## config.mk

```make
export PLATFORM = sky130hd
export DESIGN_NAME = hclk_blank_gen
export DESIGN_NICKNAME = d
export VERILOG_FILES = /design/src/rtl/hblk_pkg.sv /design/src/rtl/hblk_cfg_regs.sv /design/src/rtl/hblk_pix_timer.sv /design/src/rtl/hblk_blank_gen.sv /design/src/rtl/hblk_hclk_div.sv /design/src/rtl/hclk_blank_gen.sv
export SDC_FILE = /design/constraint.sdc
export NUM_CORES = 1
export LEC_CHECK = 0
export ABC_AREA = 1
export BUFFER_PORTS_ARGS = -buffer_cell sky130_fd_sc_hd__buf_4
export CAP_MARGIN = 20
export CORE_MARGIN = 10
export CORE_UTILIZATION = 53
export CTS_BUF_LIST = sky130_fd_sc_hd__clkbuf_2 sky130_fd_sc_hd__clkbuf_4 sky130_fd_sc_hd__clkbuf_8
export DETAILED_ROUTE_END_ITERATION = 10
export PLACE_DENSITY_LB_ADDON = 0.1
export REMOVE_ABC_BUFFERS = 1
export SLEW_MARGIN = 25
export SYNTH_ARGS = -nofsm -noshare
export SYNTH_HDL_FRONTEND = slang
export SYNTH_SLANG_ARGS = --single-unit
```

## constraint.sdc

```tcl
create_clock -name clk -period 5.05 [get_ports clk]
set_input_delay 0.7575 -clock clk [delete_from_list [all_inputs] [get_ports clk]]
set_output_delay 0.7575 -clock clk [all_outputs]
set_load 0.01 [all_outputs]
```

## src/rtl/hblk_pkg.sv

```systemverilog
// Shared definitions for the horizontal clock and blanking generator.
// Assumes: settings use an address map of toggle slots, then length, then code.
package hblk_pkg;

    // Smallest line length the pixel counter will run with.
    localparam int unsigned MIN_LINE = 2;

    // Kind of setting selected by a configuration address.
    typedef enum logic [1:0] {
        SEL_TOG  = 2'd0,
        SEL_LEN  = 2'd1,
        SEL_CODE = 2'd2,
        SEL_NONE = 2'd3
    } cfg_sel_e;

endpackage

```

## src/rtl/hblk_cfg_regs.sv

```systemverilog
// Staged and working copies of the line settings.
// Writes land in the staged copy; the whole staged copy moves into the
// working copy on the line-end strobe, so a line only ever sees one set.
// Assumes: load is a single-cycle pulse on the last tick of a line.
module hblk_cfg_regs
    import hblk_pkg::*;
#(
    parameter int unsigned CNT_W   = 10,
    parameter int unsigned NUM_TOG = 6,
    parameter int unsigned CODE_W  = 3,
    parameter int unsigned DEF_LEN = 16,
    parameter int unsigned ADDR_W  = 3
) (
    input  logic                            clk,
    input  logic                            rst_n,
    input  logic                            we,
    input  logic [ADDR_W-1:0]               addr,
    input  logic [CNT_W-1:0]                wdata,
    input  logic                            load,
    output logic [NUM_TOG-1:0][CNT_W-1:0]   stg_pos,
    output logic [CNT_W-1:0]                stg_len,
    output logic [NUM_TOG-1:0][CNT_W-1:0]   act_pos,
    output logic [CNT_W-1:0]                act_len,
    output logic [CODE_W-1:0]               act_code
);

    localparam logic [ADDR_W-1:0] LEN_ADDR  = ADDR_W'(NUM_TOG);
    localparam logic [ADDR_W-1:0] CODE_ADDR = ADDR_W'(NUM_TOG + 1);

    cfg_sel_e           sel;
    logic [CODE_W-1:0]  stg_code;

    // Decode the address into the kind of setting it targets.
    always_comb begin
        if (addr < LEN_ADDR)        sel = SEL_TOG;
        else if (addr == LEN_ADDR)  sel = SEL_LEN;
        else if (addr == CODE_ADDR) sel = SEL_CODE;
        else                        sel = SEL_NONE;
    end

    // One staged and one working register per toggle slot.
    for (genvar k = 0; k < NUM_TOG; k++) begin : g_slot
        // Staged toggle position, written through the setting port.
        always_ff @(posedge clk) begin
            if (!rst_n)
                stg_pos[k] <= '1;
            else if (we && sel == SEL_TOG && addr == ADDR_W'(k))
                stg_pos[k] <= wdata;
        end

        // Working toggle position, refreshed at line end.
        always_ff @(posedge clk) begin
            if (!rst_n)    act_pos[k] <= '1;
            else if (load) act_pos[k] <= stg_pos[k];
        end
    end

    // Staged line length and rate code.
    always_ff @(posedge clk) begin
        if (!rst_n) begin
            stg_len  <= CNT_W'(DEF_LEN);
            stg_code <= '0;
        end else if (we) begin
            if (sel == SEL_LEN)  stg_len  <= wdata;
            if (sel == SEL_CODE) stg_code <= wdata[CODE_W-1:0];
        end
    end

    // Working line length and rate code, refreshed at line end.
    always_ff @(posedge clk) begin
        if (!rst_n) begin
            act_len  <= CNT_W'(DEF_LEN);
            act_code <= '0;
        end else if (load) begin
            act_len  <= stg_len;
            act_code <= stg_code;
        end
    end

endmodule

```

## src/rtl/hblk_pix_timer.sv

```systemverilog
// Pixel timing: a half-pixel phase bit and the pixel counter for one line.
// Assumes: clk runs at twice the pixel rate; ph = 0 marks the first half.
module hblk_pix_timer
    import hblk_pkg::*;
#(
    parameter int unsigned CNT_W = 10
) (
    input  logic             clk,
    input  logic             rst_n,
    input  logic [CNT_W-1:0] act_len,
    output logic             ph,
    output logic [CNT_W-1:0] cnt,
    output logic [CNT_W-1:0] cnt_nxt,
    output logic             line_end
);

    logic [CNT_W-1:0] len_eff;

    // Clamp the line length to the smallest usable value.
    always_comb len_eff = (act_len < CNT_W'(MIN_LINE)) ? CNT_W'(MIN_LINE) : act_len;

    // Detect the last tick of the line and form the next pixel number.
    always_comb begin
        line_end = ph && (cnt == len_eff - 1'b1);
        cnt_nxt  = line_end ? '0 : cnt + 1'b1;
    end

    // Advance the phase every tick and the pixel at each pixel boundary.
    always_ff @(posedge clk) begin
        if (!rst_n) begin
            ph  <= 1'b0;
            cnt <= '0;
        end else begin
            ph <= ~ph;
            if (ph) cnt <= cnt_nxt;
        end
    end

endmodule

```

## src/rtl/hblk_blank_gen.sv

```systemverilog
// Compound blanking level from several toggle positions.
// Each valid position that equals the coming pixel number inverts the level;
// at the line wrap the level restarts from inactive.
// Assumes: at the wrap the staged settings become the ones in force, so
// matches for pixel 0 use the staged copy.
module hblk_blank_gen
    import hblk_pkg::*;
#(
    parameter int unsigned CNT_W   = 10,
    parameter int unsigned NUM_TOG = 6
) (
    input  logic                          clk,
    input  logic                          rst_n,
    input  logic                          ph,
    input  logic                          line_end,
    input  logic [CNT_W-1:0]              cnt_nxt,
    input  logic [NUM_TOG-1:0][CNT_W-1:0] stg_pos,
    input  logic [CNT_W-1:0]              stg_len,
    input  logic [NUM_TOG-1:0][CNT_W-1:0] act_pos,
    input  logic [CNT_W-1:0]              act_len,
    output logic                          blank_q,
    output logic                          restart
);

    logic [CNT_W-1:0]   len_sel;
    logic [CNT_W-1:0]   len_eff;
    logic [NUM_TOG-1:0] hit;
    logic               blank_nxt;

    // Pick the settings that govern the coming pixel.
    always_comb begin
        len_sel = line_end ? stg_len : act_len;
        len_eff = (len_sel < CNT_W'(MIN_LINE)) ? CNT_W'(MIN_LINE) : len_sel;
    end

    // One comparator per toggle slot; slots out of range never hit.
    for (genvar k = 0; k < NUM_TOG; k++) begin : g_hit
        logic [CNT_W-1:0] pos_sel;
        assign pos_sel = line_end ? stg_pos[k] : act_pos[k];
        assign hit[k]  = (pos_sel == cnt_nxt) && (pos_sel < len_eff) && (pos_sel != '1);
    end

    // Next level: restart at the wrap, otherwise invert on an odd hit count.
    always_comb begin
        blank_nxt = line_end ? (^hit) : (blank_q ^ (^hit));
        restart   = ph && blank_nxt && (line_end || !blank_q);
    end

    // Hold the blanking level for a whole pixel.
    always_ff @(posedge clk) begin
        if (!rst_n)  blank_q <= 1'b0;
        else if (ph) blank_q <= blank_nxt;
    end

endmodule

```

## src/rtl/hblk_hclk_div.sv

```systemverilog
// Horizontal shift clocks with optional slowdown during blanking.
// Outside blanking the odd clock follows the half-pixel phase; inside
// blanking with code n it is low n pixels then high n pixels.
// Assumes: restart pulses on the tick before the first pixel of a pulse
// or of a line that starts blanked.
module hblk_hclk_div #(
    parameter int unsigned CODE_W = 3
) (
    input  logic              clk,
    input  logic              rst_n,
    input  logic              ph,
    input  logic              restart,
    input  logic              blank_q,
    input  logic [CODE_W-1:0] act_code,
    output logic              h13,
    output logic              h24
);

    localparam int unsigned DCNT_W = CODE_W + 1;

    logic [DCNT_W-1:0] dcnt;
    logic [DCNT_W-1:0] dcnt_last;
    logic              slow;

    // Last pixel index of one divided period (2n - 1).
    always_comb dcnt_last = {act_code, 1'b0} - DCNT_W'(1);

    // Count pixels inside blanking, wrapping every 2n pixels.
    always_ff @(posedge clk) begin
        if (!rst_n)
            dcnt <= '0;
        else if (ph) begin
            if (restart || act_code == '0) dcnt <= '0;
            else if (blank_q)              dcnt <= (dcnt == dcnt_last) ? '0 : dcnt + 1'b1;
        end
    end

    // Select the divided or pixel-rate waveform.
    always_comb begin
        slow = blank_q && (act_code != '0);
        h13  = slow ? (dcnt >= {1'b0, act_code}) : ph;
        h24  = ~h13;
    end

endmodule

```

## src/rtl/hclk_blank_gen.sv

```systemverilog
// Top of the horizontal shift clock and blanking generator.
// Wires the setting registers, the pixel timer, the blanking former and
// the shift-clock divider together.
// Assumes: clk is twice the pixel rate; rst_n is synchronous.
module hclk_blank_gen #(
    parameter int unsigned CNT_W   = 10,
    parameter int unsigned NUM_TOG = 6,
    parameter int unsigned CODE_W  = 3,
    parameter int unsigned DEF_LEN = 16,
    parameter int unsigned ADDR_W  = $clog2(NUM_TOG + 2)
) (
    input  logic              clk,
    input  logic              rst_n,
    input  logic              cfg_we,
    input  logic [ADDR_W-1:0] cfg_addr,
    input  logic [CNT_W-1:0]  cfg_wdata,
    output logic              hblank_o,
    output logic              h13_o,
    output logic              h24_o
);

    logic [NUM_TOG-1:0][CNT_W-1:0] stg_pos;
    logic [NUM_TOG-1:0][CNT_W-1:0] act_pos;
    logic [CNT_W-1:0]              stg_len;
    logic [CNT_W-1:0]              act_len;
    logic [CODE_W-1:0]             act_code;
    logic                          ph;
    logic [CNT_W-1:0]              pix_cnt;
    logic [CNT_W-1:0]              pix_nxt;
    logic                          line_end;
    logic                          restart;

    hblk_cfg_regs #(
        .CNT_W(CNT_W), .NUM_TOG(NUM_TOG), .CODE_W(CODE_W),
        .DEF_LEN(DEF_LEN), .ADDR_W(ADDR_W)
    ) cfg_i (
        .clk(clk), .rst_n(rst_n), .we(cfg_we), .addr(cfg_addr),
        .wdata(cfg_wdata), .load(line_end),
        .stg_pos(stg_pos), .stg_len(stg_len),
        .act_pos(act_pos), .act_len(act_len), .act_code(act_code)
    );

    hblk_pix_timer #(.CNT_W(CNT_W)) timer_i (
        .clk(clk), .rst_n(rst_n), .act_len(act_len),
        .ph(ph), .cnt(pix_cnt), .cnt_nxt(pix_nxt), .line_end(line_end)
    );

    hblk_blank_gen #(.CNT_W(CNT_W), .NUM_TOG(NUM_TOG)) blank_i (
        .clk(clk), .rst_n(rst_n), .ph(ph), .line_end(line_end),
        .cnt_nxt(pix_nxt), .stg_pos(stg_pos), .stg_len(stg_len),
        .act_pos(act_pos), .act_len(act_len),
        .blank_q(hblank_o), .restart(restart)
    );

    hblk_hclk_div #(.CODE_W(CODE_W)) div_i (
        .clk(clk), .rst_n(rst_n), .ph(ph), .restart(restart),
        .blank_q(hblank_o), .act_code(act_code),
        .h13(h13_o), .h24(h24_o)
    );

endmodule

```

Word-level counts from Yosys, hierarchy flattened
Index checks and enable logic that the tools add are counted.
{"block": "word_totals", "inputBits": 16, "reg_bits": 162, "elab_cells": 113, "output_inout_bits": 3}
{"block": "classes", "magnitude_cmp": 10, "bitwise_logic": 3, "reduce_logical": 35, "muxes": 18, "n_eq_ne": 23, "addsub": 4}
{"op": "two-way mux 10 bit", "n": 10}
{"op": "equality test 10 bit", "n": 7}
{"op": "less-than comparator 10 bit", "n": 6}
{"op": "inequality test 10 bit, second input constant", "n": 6}
{"op": "logical AND 1 bit", "n": 23}
{"op": "less-than comparator 10 x 2 -> 1 bit, second input constant", "n": 2}
{"op": "equality test 3 bit, second input constant", "n": 4}
{"op": "two-way mux 4 bit", "n": 3}
{"op": "adder 10 x 1 -> 10 bit, second input constant", "n": 1}
{"op": "subtractor 10 x 1 -> 10 bit, second input constant", "n": 1}
{"op": "equality test 3 x 2 -> 1 bit, second input constant", "n": 2}
{"op": "logical NOT 3 bit", "n": 2}
{"op": "AND reduction 2 bit", "n": 3}
{"op": "XOR reduction 6 bit", "n": 1}
{"op": "adder 4 x 1 -> 4 bit, second input constant", "n": 1}
{"op": "equality test 4 bit", "n": 1}
{"op": "greater-or-equal comparator 4 x 3 -> 1 bit", "n": 1}
{"op": "two-way mux 2 bit", "n": 2}
{"op": "subtractor 4 x 1 -> 4 bit, second input constant", "n": 1}
{"op": "equality test 3 x 1 -> 1 bit, second input constant", "n": 1}
{"op": "less-than comparator 3 bit, second input constant", "n": 1}
{"op": "two-way mux 1 bit", "n": 3}
{"op": "nonzero test 3 bit", "n": 1}
{"op": "equality test 2 x 1 -> 1 bit, second input constant", "n": 1}
{"op": "7 further kinds", "n": 9}

Depth between registers and ports, before layout
{"block": "logic_depth", "depth_word": 19, "mapped_depth": 46, "ltp_nobuf": 45}

By module
From an unflattened synthesis, not the netlist that was laid out.
{"block": "hier_totals", "hier_cells": 1658, "hier_area_um2": 10503.8}
{"mod": "hblk_cfg_regs", "seq_area_each_um2": 2922.8, "n_inst": 1, "area_each_um2": 5212.5, "cells_per_inst": 671}
{"mod": "hblk_blank_gen", "seq_area_each_um2": 20.0, "n_inst": 1, "area_each_um2": 3742.3, "cells_per_inst": 725}
{"mod": "hblk_pix_timer", "seq_area_each_um2": 220.2, "n_inst": 1, "area_each_um2": 1116.1, "cells_per_inst": 193}
{"mod": "hblk_hclk_div", "seq_area_each_um2": 80.1, "n_inst": 1, "area_each_um2": 432.9, "cells_per_inst": 69}

Worst setup path before layout
OpenSTA, ideal clock, no wires.
{"block": "synth_timing", "path_kind": "reg2reg", "startpoint": "register cfg_i.act_len[2]", "endpoint": "register div_i.dcnt[2]", "arrival_time_ns": 4.442, "setup_slack_ns": 0.495, "path_stages_with_launch": 42, "required_ns": 4.937, "cell_sequence": "dfxtp_1 nor2_2 nand2_2 nor2_1 nor2_2 ha_1 nand2_1 nand2_1 nor2_1 nand2_1 nor2_1 nand2_1 nor2_1 nand3_2 nor2_8 nand3_4 buf_12 buf_8 [6 not listed] a2111oi_0 o21ai_1 a21oi_2 nand3_1 nor2_1 nand2_1 a21oi_1 nand2_1 nand2_1 nand2_1 nand2_1 inv_1 nand2_2 nand4_4 nand3_4 nand2_4 nor2_1 nor2_1"}
{"block": "synth_via", "elab_cells_between_ends": 55, "classes_between": "add/sub (1); order compare (8); eq/ne (13); mux (12); bitwise (1); reduce/logical (20)"}
{"element": "start: declaration", "line": "hblk_cfg_regs.sv:23", "source": "output logic [CNT_W-1:0] act_len,"}
{"element": "start signal: assignment", "line": "hblk_cfg_regs.sv:72", "source": "act_len <= CNT_W'(DEF_LEN);"}
{"element": "start signal: assignment", "line": "hblk_cfg_regs.sv:75", "source": "act_len <= stg_len;"}
{"element": "less-than comparator 10 x 2 -> 1 bit", "line": "hblk_pix_timer.sv:20", "source": "always_comb len_eff = (act_len < CNT_W'(MIN_LINE)) ? CNT_W'(MIN_LINE) : act_len;"}
{"element": "two-way mux 10 bit *", "line": "hblk_pix_timer.sv:20"}
{"element": "subtractor 10 x 1 -> 10 bit *", "line": "hblk_pix_timer.sv:24", "source": "line_end = ph && (cnt == len_eff - 1'b1);"}
{"element": "equality test 10 bit *", "line": "hblk_pix_timer.sv:24"}
{"element": "logical AND 1 bit *", "line": "hblk_pix_timer.sv:24"}
{"element": "two-way mux 10 bit *"}
{"element": "named net blank_i.g_hit[4].pos_sel[5]", "line": "hblk_blank_gen.sv:38", "source": "logic [CNT_W-1:0] pos_sel;"}
{"element": "less-than comparator 10 bit / equality test 10 bit (equally long branches)", "line": "hblk_blank_gen.sv:40", "source": "assign hit[k] = (pos_sel == cnt_nxt) && (pos_sel < len_eff) && (pos_sel != '1);"}
{"element": "logical AND 1 bit", "line": "hblk_blank_gen.sv:40"}
{"element": "logical AND 1 bit *", "line": "hblk_blank_gen.sv:40"}
{"element": "XOR reduction 6 bit *", "line": "hblk_blank_gen.sv:45", "source": "blank_nxt = line_end ? (^hit) : (blank_q ^ (^hit));"}
{"element": "bitwise XOR 1 bit", "line": "hblk_blank_gen.sv:45"}
{"element": "two-way mux 1 bit *", "line": "hblk_blank_gen.sv:45"}
{"element": "logical AND 1 bit * (2 in series)", "line": "hblk_blank_gen.sv:46", "source": "restart = ph && blank_nxt && (line_end || !blank_q);"}
{"element": "logical OR 1 bit *", "line": "hblk_hclk_div.sv:33", "source": "if (restart || act_code == '0) dcnt <= '0;"}
{"element": "nonzero test 2 bit (no line)"}
{"element": "AND reduction 2 bit (no line)"}
{"element": "end signal: assignment", "line": "hblk_hclk_div.sv:34", "source": "else if (blank_q) dcnt <= (dcnt == dcnt_last) ? '0 : dcnt + 1'b1;"}
{"element": "end: declaration", "line": "hblk_hclk_div.sv:21", "source": "logic [DCNT_W-1:0] dcnt;"}
Mark *: on every way through the listed nets, which the timed path passes. The rest lies on a longest branch.
A chain may end at the register's enable or synchronous reset.

Final worst setup path
{"block": "layout_timing", "startpoint": "register cfg_i.act_len[5]", "endpoint": "register div_i.dcnt[2]"}
{"block": "layout_via", "elab_chain_cells": 19, "elab_cells_between_ends": 55, "classes_between": "add/sub (1); order compare (8); eq/ne (13); mux (12); bitwise (1); reduce/logical (20)"}
{"element": "less-than comparator 10 x 2 -> 1 bit", "line": "hblk_pix_timer.sv:20"}
{"element": "two-way mux 10 bit", "line": "hblk_pix_timer.sv:20"}
{"element": "subtractor 10 x 1 -> 10 bit", "line": "hblk_pix_timer.sv:24"}
{"element": "equality test 10 bit", "line": "hblk_pix_timer.sv:24"}
{"element": "logical AND 1 bit", "line": "hblk_pix_timer.sv:24"}
{"element": "two-way mux 10 bit"}
{"element": "less-than comparator 10 x 2 -> 1 bit", "line": "hblk_blank_gen.sv:33", "source": "len_eff = (len_sel < CNT_W'(MIN_LINE)) ? CNT_W'(MIN_LINE) : len_sel;"}
{"element": "two-way mux 10 bit", "line": "hblk_blank_gen.sv:33"}
{"element": "[3 not listed]"}
{"element": "XOR reduction 6 bit", "line": "hblk_blank_gen.sv:45"}
{"element": "bitwise XOR 1 bit", "line": "hblk_blank_gen.sv:45"}
{"element": "two-way mux 1 bit", "line": "hblk_blank_gen.sv:45"}
{"element": "logical AND 1 bit", "line": "hblk_blank_gen.sv:46"}
{"element": "logical AND 1 bit *", "line": "hblk_blank_gen.sv:46"}
{"element": "logical OR 1 bit *", "line": "hblk_hclk_div.sv:33"}
{"element": "nonzero test 2 bit (no line)"}
{"element": "AND reduction 2 bit (no line)"}
Mark *: on every way between the ends. The rest lies on a longest branch, timed or not.

==> impl_results.md <==
- Commonest cells after routing, fill and taps aside: nand2_1, inv_1, dfxtp_1
- Most common cell after layout, fill and taps aside: nand2_1
- Number of sinks driven by the clock tree: between 150 and 200
- Via count: approximately 10000
- Routed wire length: around 34000 um
- Netlist cell types: 47
- Slowest cell delay on critical path: ~0.34 ns
- Pwr Density: 204.1 nW/um2
- Reg2reg setup slack: -0.05 ns
- Leakage: 6.307 nW
- Rows: 50
- Crit end category: flip-flop
- Via density: 5.460
- Max_cap viols: 0
- #FFs+latches synth: 162
- Root Buffer: clkbuf_8
- Full die area: around 25000 um2
- Crit path kind: reg -> reg
- Crit start category: flip-flop
- Detail Placement HPWL: roughly 23000 um
- Htree depth: 4
- Clock Latency Late Sink: around 0.47 ns
- Global placement routability congestion: around 0.97
- Area Overhead vs Synth: 22.29%
- Hold Vio Cnt, Final: 0
- Max IR drop VDD: 0.0001586 V
- Starting density of the core: roughly 54%
- Fin Hold WS: roughly 0.46 ns
- Final slew viol count: 0
- Reg area: around 3300 um2
- Period utilization: 101.0%
- IO Port Bufs: 18
- CTS buffer count: 17
- Tot GR Track Use: between 20% and 30%
- Synth warn: 0
- Syn avg cell area: between 6 and 7 um2
- WP data arrival: ~5.5 ns
- Status: finished with violations
- Filler instances: around 1600
- DRT antenna net count: 0
- Min setup slack post-route: -0.04836 ns
- Required time of the worst setup path: roughly 5.5 ns
- Slew at the pin closest to its max-slew limit: approximately 0.94 ns
- DRT Pass-1 Iters: 5
- Worst path slowest cell: dfxtp_2
- Drt first-iter violations: about 960
- Seq/Total Area, Yosys: 31.77%
- Fin crit period: just over 5 ns
- Layout cells sized above 1: between 20% and 30%
- Core Region: approximately 19000 um2
- RSZ-0062 raised after global routing: true
- Final Setup Violations: 2
- Die Width: approximately 160 um
- Clock buffer depth: 2
- Worst Hold Class: reg -> reg
- I/O pin cnt: 19
- GRT Residual Overflow: 0
- Netlist Area Pre-Place: between 10000 and 15000 um2
- Die H: around 160 um
- Antenna cells: 0
- First-pass GRT wire length: 50100 um
- CTS tree: built
- Post-synthesis cell count: 1474
- Vias in the first global route: 8780
- Initial antenna violation count: 0
- Setup Skew: 0.01305 ns
- Crit Path Max Fanout: 5
- Fmax: around 0.20 GHz
- Final Power: between 2 and 3 mW
- Nets: about 1700
- DR DRC count: 0
- Dpl ws: -0.07051 ns
- Post-DR wirelength/cell: around 18 um
- Area of the multi-input gates: around 6400 um2
- Failing checks: negative setup slack
- Hold-fix buffers at CTS: 0
- Setup_tns: -0.06958 ns
- Crit path top cell by count: nand2_2
- Slew HR: between 30% and 40%
- Clock Pin Slew Worst Setup and Hold Paths: about 0.090 ns
- Largest net degree at the start of global routing: between 70 and 80
-- kinds of logic after synthesis --
group                      after synthesis  share of synthesized area, %
xor gates and xnor gates                24                         2.133
AOI/OAI and AO/OA                      218                         15.28
buffers and inverters                  261                         11.18
adders and majority gates               62                         7.599
and+or+nand+nor                        747                         32.04
DFF                                    162                         31.77
-- final cells by class --
cell class	instances	share of cell area, %
clock buffers	19	2.044
clock inverters	12	1.463
inverters	214	6.514
multi-input cells	1051	51.35
flip-flops and latches	162	26.10
well taps	260	2.606
repair buffers	132	9.922
-- layer usage --
layer | vias to the layer above | wire, um | GRT usage [%]
li1 | 4967 | - | -
met1 | 4680 | 15200 | 35.09
met2 | 387 | 15510 | 39.32
met3 | 67 | 2554 | 3.460
met4 | 0 | 861 | 5.825
met5 | - | 0 | 0
-- sequential cells by signal, indices dropped and copies added, names as in the netlist, 3 cells and up --
| signal | cells |
|---|---|
| cfg_i.act_code | 3 |
| div_i.dcnt | 4 |
| cfg_i.stg_code | 3 |
| cfg_i.stg_pos | 60 |
| cfg_i.act_pos | 60 |
| timer_i.cnt | 10 |
| cfg_i.act_len | 10 |
| cfg_i.stg_len | 10 |
-- Yosys cell counts (all sizes together) --
library cell  number  area share (%)
nor2             143             5.7
o211ai            57             4.2
o22ai              8            0.49
o21ai            100             7.4
nand4             42             2.7
xnor2              5            0.43
clkinv             3            0.11
nor3              13            0.88
a31oi              1           0.061
dfxtp            162              32
a211oi             7            0.51
nand3b             4            0.29
ha                62             7.6
xor2              19             1.7
a22oi              1           0.074
a21boi             3            0.22
o2111ai            1           0.086
clkbuf            25            0.92
a21oi             35             1.8
o221a              4            0.44
a2111oi            1           0.086
nand2            472              18
inv              211             7.8
or2               18             1.1
nand3             53             3.0
buf               22             2.4
nor4               2            0.12
-- metrics by stage --
stage	utilization, %	std cells	area, um2
finish	66.30	1850	12480
global route	66.30	1850	12480
CTS	61.08	1816	11500
detailed placement	58.04	1778	10930
global placement	58.04	1778	10930
floorplan	-	1427	9871
-- report_power, final --
part | internal (mW) | switching, mW
logic | 0.0408 | 0.117
clock network | 0.557 | 0.523
registers | 1.30 | 0.0115
total | 1.90 | 0.652
-- worst paths after layout --
path,startpoint,endpoint,cells after the start
setup / recovery,cfg_i.act_len[5]$_SDFF_PN0_,div_i.dcnt[2]$_SDFFE_PN0P_,43
hold / removal,cfg_i.stg_len[0]$_SDFFE_PN0P_,cfg_i.stg_len[0]$_SDFFE_PN0P_,2
setup reg to reg,cfg_i.act_len[5]$_SDFF_PN0_,div_i.dcnt[2]$_SDFFE_PN0P_,43
hold reg to reg,cfg_i.stg_len[0]$_SDFFE_PN0P_,cfg_i.stg_len[0]$_SDFFE_PN0P_,2
-- worst max-delay path: cells and delay by family, from the launching register on --
kind	cells	cell delay, ns
simple gates	30	2.82
compound gates	6	0.85
buf+inv	5	0.58
fa+ha+maj	2	0.45
flops	1	0.34
-- timing repair --
| action | 4_1_cts | 5_1_grt |
|---|---|---|
| pin swaps | 1 | 66 |
| endpoints found under the setup margin | 4 | 5 |
| gates cloned | 2 | 3 |
| buffers inserted | 5 | 33 |
| resized for setup | 9 | 138 |
No activity file was read; power rests on OpenSTA's default activity.
